$ cat src/rtl/evq_pkg.sv
// Shared types for the event queue sequencer: outcome codes, FSM states,
// and constants fixed by the descriptor layout.
package evq_pkg;

    localparam int PEND_W     = 8;   // pending bitmap width, one bit per priority 0..7
    localparam int QSIZE_BASE = 10;  // entries = 2^(qsize + QSIZE_BASE)

    typedef enum logic [1:0] {
        OUT_STOP      = 2'd0,
        OUT_NOTIFIED  = 2'd1,
        OUT_BACKLOG   = 2'd2,
        OUT_ESCALATED = 2'd3
    } evq_outcome_e;

    typedef enum logic [2:0] {
        S_IDLE,
        S_ENQ,
        S_NOTE,
        S_PRES,
        S_WAIT,
        S_ESC_CHK,
        S_ESC,
        S_DONE
    } evq_state_e;

endpackage

$ cat src/rtl/evq_pair_trigger.sv
// Two-bit coalescing state pair {P,Q}: computes the next state and whether
// a trigger in the current state produces a notification.
// Assumes: purely combinational, the caller decides when to commit.
module evq_pair_trigger (
    input  logic [1:0] pq_in,
    output logic [1:0] pq_out,
    output logic       fire
);
    // Next-state table: 00 -> 10 fires, 01 holds, 10/11 -> 11
    always_comb begin
        fire = 1'b0;
        case (pq_in)
            2'b00:   begin pq_out = 2'b10; fire = 1'b1; end
            2'b01:   pq_out = 2'b01;
            default: pq_out = 2'b11;
        endcase
    end
endmodule

$ cat src/rtl/evq_ring_step.sv
// Circular queue arithmetic: write address and word for the current slot,
// and the index and generation values after the write.
// Assumes: ADDR_W > IDX_W + 2; qsize codes beyond IDX_W use the full index.
module evq_ring_step #(
    parameter int ADDR_W  = 32,
    parameter int DATA_W  = 32,
    parameter int IDX_W   = 16,
    parameter int QSIZE_W = 4
) (
    input  logic [ADDR_W-1:0]  base,
    input  logic [QSIZE_W-1:0] qsize,
    input  logic [IDX_W-1:0]   idx,
    input  logic               gen,
    input  logic               gflip,
    input  logic [DATA_W-1:0]  evt_data,
    output logic [ADDR_W-1:0]  wr_addr,
    output logic [DATA_W-1:0]  wr_word,
    output logic [IDX_W-1:0]   nxt_idx,
    output logic               nxt_gen,
    output logic               nxt_gflip
);
    import evq_pkg::*;

    localparam logic [DATA_W-1:0] LOW_MASK = {1'b0, {(DATA_W-1){1'b1}}};

    logic [IDX_W-1:0] mask;
    int               shamt;
    logic             wrap;

    // Entry-count mask derived from the size code
    always_comb begin
        shamt = int'(qsize) + QSIZE_BASE;
        if (shamt >= IDX_W) mask = '1;
        else                mask = (IDX_W'(1) << shamt) - IDX_W'(1);
    end

    // Slot address and stored word
    assign wr_addr = base + (ADDR_W'(idx) << 2);
    assign wr_word = {gen, {(DATA_W-1){1'b0}}} | (evt_data & LOW_MASK);

    // Index advance with generation toggle on wrap
    assign nxt_idx   = (idx + IDX_W'(1)) & mask;
    assign wrap      = (nxt_idx == '0);
    assign nxt_gen   = wrap ? ~gen : gen;
    assign nxt_gflip = wrap ? nxt_gen : gflip;
endmodule

$ cat src/rtl/evq_sequencer.sv
// Event notification queue sequencer: serialises one trigger at a time
// through enqueue, masking, notification coalescing, presenter lookup,
// backlog and escalation, and returns the updated descriptor state.
// Assumes: descriptor inputs are valid together with trig_valid; the
// presenter answers with a one-cycle pres_rsp_valid after its request.
module evq_sequencer #(
    parameter int ADDR_W  = 32,
    parameter int DATA_W  = 32,
    parameter int IDX_W   = 16,
    parameter int QSIZE_W = 4,
    parameter int BLK_W   = 4,
    parameter int EIDX_W  = 24,
    parameter int TGT_W   = 16
) (
    input  logic               clk,
    input  logic               rst_n,
    input  logic               trig_valid,
    output logic               trig_ready,
    input  logic [DATA_W-1:0]  trig_data,
    input  logic               d_enqueue,
    input  logic [ADDR_W-1:0]  d_qbase,
    input  logic [QSIZE_W-1:0] d_qsize,
    input  logic [IDX_W-1:0]   d_qidx,
    input  logic               d_gen,
    input  logic               d_gflip,
    input  logic               d_silent,
    input  logic               d_fmt,
    input  logic [7:0]         d_prio,
    input  logic               d_always,
    input  logic               d_backlog,
    input  logic               d_escalate,
    input  logic               d_uncond,
    input  logic [1:0]         d_ns,
    input  logic [1:0]         d_es,
    input  logic [TGT_W-1:0]   d_tgt,
    input  logic [BLK_W-1:0]   d_esc_blk,
    input  logic [EIDX_W-1:0]  d_esc_idx,
    input  logic [DATA_W-1:0]  d_esc_data,
    input  logic [7:0]         d_pend,
    output logic               mem_valid,
    input  logic               mem_ready,
    output logic [ADDR_W-1:0]  mem_addr,
    output logic [DATA_W-1:0]  mem_data,
    output logic               pres_valid,
    input  logic               pres_ready,
    output logic               pres_fmt,
    output logic [7:0]         pres_prio,
    output logic [TGT_W-1:0]   pres_tgt,
    input  logic               pres_rsp_valid,
    input  logic               pres_found,
    output logic               esc_valid,
    input  logic               esc_ready,
    output logic [BLK_W-1:0]   esc_blk,
    output logic [EIDX_W-1:0]  esc_idx,
    output logic [DATA_W-1:0]  esc_data,
    output logic               done_valid,
    output logic [1:0]         done_outcome,
    output logic [IDX_W-1:0]   done_qidx,
    output logic               done_gen,
    output logic               done_gflip,
    output logic [1:0]         done_ns,
    output logic [1:0]         done_es,
    output logic [7:0]         done_pend
);
    import evq_pkg::*;

    localparam int NPAIR = 2;   // index 0: notification pair, 1: escalation pair

    evq_state_e         state;
    evq_outcome_e       r_out;
    logic [DATA_W-1:0]  r_data;
    logic [ADDR_W-1:0]  r_qbase;
    logic [QSIZE_W-1:0] r_qsize;
    logic [IDX_W-1:0]   r_qidx;
    logic               r_gen, r_gflip;
    logic               r_enq, r_silent, r_fmt, r_always, r_backlog, r_escalate, r_uncond;
    logic [7:0]         r_prio;
    logic [1:0]         r_ns, r_es;
    logic [TGT_W-1:0]   r_tgt;
    logic [BLK_W-1:0]   r_esc_blk;
    logic [EIDX_W-1:0]  r_esc_idx;
    logic [DATA_W-1:0]  r_esc_data;
    logic [PEND_W-1:0]  r_pend;

    logic [IDX_W-1:0]   nxt_idx;
    logic               nxt_gen, nxt_gflip;
    logic [NPAIR-1:0][1:0] pair_cur, pair_nxt;
    logic [NPAIR-1:0]      pair_fire;
    logic               masked;
    logic [PEND_W-1:0]  prio_bit;

    // Queue slot arithmetic on the captured descriptor
    evq_ring_step #(
        .ADDR_W (ADDR_W),
        .DATA_W (DATA_W),
        .IDX_W  (IDX_W),
        .QSIZE_W(QSIZE_W)
    ) u_ring (
        .base     (r_qbase),
        .qsize    (r_qsize),
        .idx      (r_qidx),
        .gen      (r_gen),
        .gflip    (r_gflip),
        .evt_data (r_data),
        .wr_addr  (mem_addr),
        .wr_word  (mem_data),
        .nxt_idx  (nxt_idx),
        .nxt_gen  (nxt_gen),
        .nxt_gflip(nxt_gflip)
    );

    assign pair_cur[0] = r_ns;
    assign pair_cur[1] = r_es;

    // One coalescing pair per event-state buffer
    for (genvar g = 0; g < NPAIR; g++) begin : g_pair
        evq_pair_trigger u_pair (
            .pq_in (pair_cur[g]),
            .pq_out(pair_nxt[g]),
            .fire  (pair_fire[g])
        );
    end

    // Masking test and pending-bit selection
    assign masked   = !r_fmt && (r_prio == 8'hFF);
    assign prio_bit = (r_prio < 8'd8) ? (8'h80 >> r_prio[2:0]) : 8'h00;

    // Sequencer FSM: one trigger from capture to completion pulse
    always_ff @(posedge clk) begin
        if (!rst_n) begin
            state      <= S_IDLE;
            r_out      <= OUT_STOP;
            done_valid <= 1'b0;
            r_data     <= '0;
            r_qbase    <= '0;
            r_qsize    <= '0;
            r_qidx     <= '0;
            r_gen      <= 1'b0;
            r_gflip    <= 1'b0;
            r_enq      <= 1'b0;
            r_silent   <= 1'b0;
            r_fmt      <= 1'b0;
            r_always   <= 1'b0;
            r_backlog  <= 1'b0;
            r_escalate <= 1'b0;
            r_uncond   <= 1'b0;
            r_prio     <= '0;
            r_ns       <= '0;
            r_es       <= '0;
            r_tgt      <= '0;
            r_esc_blk  <= '0;
            r_esc_idx  <= '0;
            r_esc_data <= '0;
            r_pend     <= '0;
        end else begin
            done_valid <= 1'b0;
            case (state)
                S_IDLE: if (trig_valid) begin
                    r_data     <= trig_data;
                    r_qbase    <= d_qbase;
                    r_qsize    <= d_qsize;
                    r_qidx     <= d_qidx;
                    r_gen      <= d_gen;
                    r_gflip    <= d_gflip;
                    r_enq      <= d_enqueue;
                    r_silent   <= d_silent;
                    r_fmt      <= d_fmt;
                    r_always   <= d_always;
                    r_backlog  <= d_backlog;
                    r_escalate <= d_escalate;
                    r_uncond   <= d_uncond;
                    r_prio     <= d_prio;
                    r_ns       <= d_ns;
                    r_es       <= d_es;
                    r_tgt      <= d_tgt;
                    r_esc_blk  <= d_esc_blk;
                    r_esc_idx  <= d_esc_idx;
                    r_esc_data <= d_esc_data;
                    r_pend     <= d_pend;
                    r_out      <= OUT_STOP;
                    if (d_enqueue)     state <= S_ENQ;
                    else if (d_silent) state <= S_ESC_CHK;
                    else               state <= S_NOTE;
                end
                S_ENQ: if (mem_ready) begin
                    r_qidx  <= nxt_idx;
                    r_gen   <= nxt_gen;
                    r_gflip <= nxt_gflip;
                    state   <= r_silent ? S_ESC_CHK : S_NOTE;
                end
                S_NOTE: begin
                    if (masked) begin
                        state <= S_DONE;
                    end else if (!r_always) begin
                        r_ns  <= pair_nxt[0];
                        state <= pair_fire[0] ? S_PRES : S_DONE;
                    end else begin
                        state <= S_PRES;
                    end
                end
                S_PRES: if (pres_ready) state <= S_WAIT;
                S_WAIT: if (pres_rsp_valid) begin
                    if (pres_found) begin
                        r_out <= OUT_NOTIFIED;
                        state <= S_DONE;
                    end else if (r_backlog && r_fmt) begin
                        state <= S_DONE;
                    end else begin
                        if (r_backlog) begin
                            r_pend <= r_pend | prio_bit;
                            r_out  <= OUT_BACKLOG;
                        end
                        state <= S_ESC_CHK;
                    end
                end
                S_ESC_CHK: begin
                    if (!r_escalate) begin
                        state <= S_DONE;
                    end else if (!r_uncond) begin
                        r_es  <= pair_nxt[1];
                        state <= pair_fire[1] ? S_ESC : S_DONE;
                    end else begin
                        state <= S_ESC;
                    end
                end
                S_ESC: if (esc_ready) begin
                    r_out <= OUT_ESCALATED;
                    state <= S_DONE;
                end
                default: begin
                    done_valid <= 1'b1;
                    state      <= S_IDLE;
                end
            endcase
        end
    end

    // Handshake outputs decoded from the FSM state
    assign trig_ready = (state == S_IDLE);
    assign mem_valid  = (state == S_ENQ);
    assign pres_valid = (state == S_PRES);
    assign esc_valid  = (state == S_ESC);

    // Request payloads and returned descriptor state
    assign pres_fmt     = r_fmt;
    assign pres_prio    = r_prio;
    assign pres_tgt     = r_tgt;
    assign esc_blk      = r_esc_blk;
    assign esc_idx      = r_esc_idx;
    assign esc_data     = r_esc_data;
    assign done_outcome = r_out;
    assign done_qidx    = r_qidx;
    assign done_gen     = r_gen;
    assign done_gflip   = r_gflip;
    assign done_ns      = r_ns;
    assign done_es      = r_es;
    assign done_pend    = r_pend;
endmodule

$ cat config.mk
export PLATFORM = sky130hd
export DESIGN_NAME = evq_sequencer
export DESIGN_NICKNAME = d
export VERILOG_FILES = /design/src/rtl/evq_pkg.sv /design/src/rtl/evq_pair_trigger.sv /design/src/rtl/evq_ring_step.sv /design/src/rtl/evq_sequencer.sv
export SDC_FILE = /design/constraint.sdc
export NUM_CORES = 1
export LEC_CHECK = 0
export ABC_AREA = 1
export BUFFER_PORTS_ARGS = -buffer_cell sky130_fd_sc_hd__buf_2
export CAP_MARGIN = 20
export CORE_AREA = 2 2 148 150
export DETAILED_ROUTE_END_ITERATION = 7
export DIE_AREA = 0 0 150 152
export MAX_ROUTING_LAYER = met4
export PLACE_DENSITY_LB_ADDON = 0.25
export SYNTH_ARGS = -nofsm -noshare
export SYNTH_HDL_FRONTEND = slang
export SYNTH_HIERARCHICAL = 1
export SYNTH_SLANG_ARGS = --single-unit
$ cat constraint.sdc
create_clock -name clk -period 2.4 [get_ports clk]
set_input_delay 0.12 -clock clk [delete_from_list [all_inputs] [get_ports clk]]
set_output_delay 0.12 -clock clk [all_outputs]
set_load 0.02 [all_outputs]
==> results of run 1 <==
==> state kept, by name (all words and copies together), names as in the netlist, 3 cells and up <==
name,count
pres_prio,8
r_qsize,4
state,3
r_qbase,32
esc_data,32
done_pend,8
pres_tgt,16
esc_blk,4
done_qidx,16
r_data,31
esc_idx,24
==> per-stage QoR <==
stage          instance area (um2)  hold WS [ns]  power [mW]
2_1_floorplan                 9820         0.255        11.8
3_3_place_gp                 11800         0.339        14.5
3_5_place_dp                 11800         0.345        14.6
4_1_cts                      14600        0.0175        18.4
5_1_grt                      15000        0.0493        20.3
6_report                     15000        0.0219        19.1
==> final timing paths <==
check        cells after the start            start               to  slack [ns]
max reg2reg                     16       r_qsize[2]       done_gflip        0.15
min reg2reg                      1  done_outcome[0]  done_outcome[0]        0.48
max                              8    done_qidx[14]     mem_addr[25]       -0.07
min                              5          d_es[1]       done_es[1]        0.02
==> power breakdown <==
group | internal [mW] | switching (mW)
Combinational | 3.79 | 6.88
Clock | 1.53 | 1.51
Sequential | 4.46 | 0.933
==> tightest hold or removal path, delay by kind of cell <==
family,cells,cell delay (ns)
simple gates,4,0.22
buf+inv,1,0.07
==> area by class of cell <==
class / instances / share of cell area, %
Multi-Input combinational cell: 1029 / 36.2
Timing Repair Buffer: 616 / 28.6
Sequential cell: 193 / 26.0
Clock buffer: 17 / 2.84
Inverter: 103 / 2.69
Tap cell: 280 / 2.33
Clock inverter: 15 / 1.37
Antenna cell: 3 / 0.0500
==> timing repair <==
action | 4_1_cts | 5_1_grt
resized for setup | 67 | 81
setup endpoints to repair | 20 | 25
hold buffers | 183 | 0
pin swaps | 22 | 47
hold endpoints to repair | 183 | 0
setup buffers | 8 | 7
==> cells in the final DEF (no fill, tap or decap), drive strengths merged, types with 19 or more instances in the layout <==
| cell | count |
|---|---|
| a21oi | 52 |
| a31oi | 19 |
| buf | 433 |
| dfxtp | 193 |
| dlygate4sd3 | 183 |
| ha | 19 |
| inv | 109 |
| nand2 | 199 |
| nand3 | 61 |
| nor2 | 391 |
| o21ai | 211 |
==> metal layers <==
metal / track usage [%] / part of all wire, % / up-vias
met1: 36.7 / 39 / 5304
met3: 4.95 / 7.8 / 134
met2: 50.2 / 48 / 650
met5: - / 0 / -
met4: 16.9 / 5.3 / 0
li1: - / - / 5639
==> impl_results.md, run 1 <==
- WL/cell: 16.0 um
- Initial antenna violation count: 3
- Proportion of layout cells with a drive suffix above 1: 29.9%
- Clk root buf: clkbuf_16
- Crit Path Max Fanout: 5
- Final setup violation count: 10
- Critical Path RT: 2.28 ns
- Final cell utilization of the core: 70.3%
- Crit path cell chain: ha_1, a21oi_1, o21ai_0, a21oi_2, nor2_2, nand3b_1, nand2_1, buf_6
- Pin count of the biggest net entering global routing: 125
- Power per cell area: approximately 1300 nW/um2
- Global route overflow: 0
- # fillers: 1700
- Slew headroom: 61.0%
- Routed WL: 36200 um
- Crit-path max cell delay: between 0.4 and 0.5 ns
- Detailed Place HPWL: 22600 um
- Max-slew violation count: 0
- Setup slack after layout: -0.0695 ns
- Syn nets: 1643
- Initial core utilization: 46.0%
- Worst setup EP type: primary output
- Clock sinks: 193
- Post-Syn Instances: 1426
- Drt first pass iters: 7
- CP Data Arrival Time: 2.35 ns
- Post-route ant nets: 0
- Post-route setup TNS: -0.256 ns
- Layout area overhead: 52.9%
- Final Wtd Congestion: 0.949
- Top cell family by delay on the critical path: compound AO/OA/AOI/OAI gates
- Worst-path clk slew: 0.08 ns
- Area occupied by multi-input gates: approximately 5400 um2
- Leak: around 7.3 nW
- FMAX: 0.405 GHz
- Register area: just under 4000 um2
- Status: finished with violations
- Worst-Skew Late Latency: 0.44 ns
- Vias in the first global route: 11200
- Violation count after the first detailed-route iteration: around 920
- HP Class: in -> reg
- Via count: 11700
- Port bufs: 381
- Post-Place Setup Slack: 0.0869 ns
- Worst slew pin tran: 0.585 ns
- Row cnt: 54
- Max_cap viols: 0
- First-pass GRT wire length: 55500 um
- IO Pins: 383
- Final period util: 103%
- Slowest cell on crit path: ha_1
- Post-Syn Area: between 9000 and 10000 um2
- DR DRC count: 0
- Core outline area: 21400 um2
- H-tree levels: 4
- Nets@finish: 2177
- Die area: approximately 23000 um2
- Fin. Hold Viols: 0
- Failing checks: negative setup slack
- Startpoint types: register
- IR drop worst, VDD: a little under 800 uV
- Final setup skew: 0.0141 ns
- Die height: 152 um
- Die X: 150 um
- Placed insts: 2024
- CTS Buf Count: 17
- Crit Path Category: reg -> out
- Syn Area/Cell: between 6 and 7 um2
- Minimum clock period: 2.47 ns
- CTS tree: built
- RSZ-0062 raised after global routing: true
- WP buf/inv: 1
- Fin cells: ~2300
- Gr usage total: 31.0%
- Number of vias per cell: 5.20
- Max Buffers Root-to-Sink: 2
- Yosys Warn Count: 6
No activity file was read; power rests on OpenSTA's default activity.
==> run 2, diff against run 1 <==
==> constraint.sdc (replaced) <==
create_clock -name clk -period 2.4 [get_ports clk]
set_input_delay 0 -clock clk [delete_from_list [all_inputs] [get_ports clk]]
set_output_delay 0 -clock clk [all_outputs]
set_load 0.02 [all_outputs]
==> run 2 against run 1 <==
  * The run now ends clean
  * Register-to-register slack is essentially flat
  * Final area shrank 1.0%
  * Non-clock buffer count shrank 2
  * First-iteration DRC count grew 7.5%
  * Global-route usage grew 0.22 points
  * Utilization shrank 0.73 points
  * Power shrank 1.7%
  * Via count grew 0.26%
  * Sequential power grew 1%
  * Worst setup slack gained 0.081 ns
  * Combinational power shrank 4%
  * Cell count shrank 0.13%
  * Largest cell class unchanged
==> impl_results.md, run 2 (synthesis results as in run 1) <==
- Final Cell Area: 14800 um2 (-1.0%)
- Most Used Layer, Global Route: met2
- Detailed Place HPWL: 22900 um (+1.2%)
- Pin count of the biggest net entering global routing: 148 (+18%)
- Leak: 7.28 nW (-0.54%)
- Placed cell area: 11700 um2 (-0.71%)
- Worst setup EP type: primary output
- Final setup violation count: 0 (-10)
- Power per cell area: 1260 nW/um2 (-0.71%)
- Status: complete, no violations
- Violation count after the first detailed-route iteration: 990 (+7.5%)
- Clk root buf: clkbuf_16
- Routing usage on met1: 38.5% (+1.8 points)
- Row cnt: 54 (unchanged)
- First-pass GRT wire length: 56400 um (+1.5%)
- Final Wtd Congestion: 0.939 (-1.0%)
- FMAX: 0.419 GHz (+3.4%)
- IR drop worst, VDD: 653 uV (-15%)
- Initial antenna violation count: 2 (-1)
- Final setup skew: 0.0128 ns (-0.00133 ns)
- Reg-to-reg critical path endpoint: done_gen
- Max_cap viols: 0 (unchanged)
- CTS Buf Count: 17 (unchanged)
- Crit Path Category: reg -> out
- Worst slew pin tran: 0.585 ns (+0.000145 ns)
- Routed WL: 36000 um (-0.64%)
- Minimum clock period: 2.39 ns (-0.0808 ns)
- Final period util: 99.5% (-3.4 points)
- Initial core utilization: 46.0% (unchanged)
- Nets@finish: 2175 (-0.092%)
- Max Buffers Root-to-Sink: 2 (unchanged)
- Die height: 152 um (unchanged)
- Post-route setup TNS: 0 ns (+0.256 ns)
- Die X: 150 um (unchanged)
- Most frequent cells in the layout: nor2_1, buf_2, o21ai_0
- Met3 Usage GRT: 4.41% (-0.54 points)
- Via count: 11800 (+0.26%)
- Core outline area: 21400 um2 (unchanged)
- Fin. Hold Viols: 0 (unchanged)
- Worst R2R Path Depth: 17 (+1)
- Critical Path RT: 2.40 ns (+0.12 ns)
- Proportion of layout cells with a drive suffix above 1: 29.1% (-0.83 points)
- # fillers: 1711 (+0.65%)
- Final cell utilization of the core: 69.5% (-0.73 points)
- Worst-path clk slew: 0.08 ns (about the same)
- Port bufs: 381 (unchanged)
- Reg-to-reg slack, setup: 0.16 ns (about the same)
- Layout area overhead: 51.3%
- R2r startpoint: r_qsize[1]
- H-tree levels: 4 (unchanged)
- Worst setup path start: r_qbase[2]
- Worst-Skew Late Latency: 0.44 ns (about the same)
- IO Pins: 383 (unchanged)
- WL/cell: 16.0 um (-0.51%)
- Startpoint types: register
- Post-route ant nets: 0 (unchanged)
- DR DRC count: 0 (unchanged)
- CP Data Arrival Time: 2.39 ns (+0.04 ns)
- Die area: 22800 um2 (unchanged)
- CTS tree: built
- Vias in the first global route: 11200 (+0.0089%)
- Number of vias per cell: 5.22 (+0.40%)
- Max-slew violation count: 0 (unchanged)
- Setup crit end: mem_addr[26]
- Gr usage total: 31.3% (+0.22 points)
- HP Class: in -> reg
- Slew headroom: 61.0% (about the same)
- Crit Path Max Fanout: 3 (-2)
- Drt first pass iters: 7 (unchanged)
- Setup slack after layout: 0.0113 ns (+0.0808 ns)
- RSZ-0062 raised after global routing: true
- Global route overflow: 0 (unchanged)
- Post-Place Setup Slack: 0.0671 ns (-0.0198 ns)
- Clock sinks: 193 (unchanged)
- Met2 usage: 50.7% (+0.48 points)
## run 2: cell count changes in the layout (fill, tap and decap cells not counted), sizes merged
cell,previous run,this run
clkbuf,17,18
diode,3,2
bufinv,1,0
buf,433,426
dlygate4sd3,183,188
## run 2: area by class of cell
class	instances	area, um2	area share [%]
antenna	2	5.00	0.0337
clock buffer	18	439	2.96
inverter	103	397	2.67
multi-input combinational	1029	5360	36.1
timing repair buffer	614	4220	28.4
clock inverter	14	179	1.21
sequential	193	3900	26.3
tap	280	350	2.36
## run 2: per-layer routing
metal | vias up | part of all wire [%]
met3 | 96 | 6.7
met5 | - | 0
li1 | 5658 | -
met2 | 586 | 48
met4 | 0 | 4.6
met1 | 5418 | 41
## run 2: how the worst min path moves through the flow
stage,slack [ns],startpoint,cells past startpoint,to
after CTS,0.006,d_enqueue,5,state[0]
after global placement,0.22,d_esc_data[26],3,esc_data[26]
after global routing,0.05,rst_n,3,done_qidx[3]
after floorplan,0.13,d_qbase[3],2,r_qbase[3]
final,0.03,d_enqueue,5,state[0]
after detailed placement,0.23,d_esc_data[14],3,esc_data[14]
## run 2: critical path, stage by stage, from the launching register on
cell and delay, ns:
dfxtp_2 0.36, ha_4 0.16, inv_4 0.03, fa_2 0.36, o21ai_2 0.19, nand3_2 0.08
nand2_2 0.11, a21oi_4 0.09, nor3_2 0.20, xor2_1 0.19, buf_4 0.17
## run 2: power breakdown
group          switching [mW]  internal (mW)  leakage [nW]  total, mW
Combinational            6.73           3.59          5.38       10.3
Sequential              0.984           4.47          1.61       5.45
Clock                    1.53           1.46         0.297       2.98
## run 2: metrics by stage
stage / hold slack [ns] / power [mW] / cells
CTS: 0.00632 / 18.0 / 2238
global placement: 0.220 / 14.5 / 2014
global route: 0.0523 / 20.0 / 2253
detailed placement: 0.227 / 14.5 / 2014
floorplan: 0.135 / 11.8 / 1426
finish: 0.0307 / 18.8 / 2253
## run 2: timing repair
item,CTS,global route
hold endpoints to repair,188,0
gates resized for setup,37,81
setup endpoints to repair,19,20
hold buffers,188,0
pin swaps,10,36
setup buffers,4,13
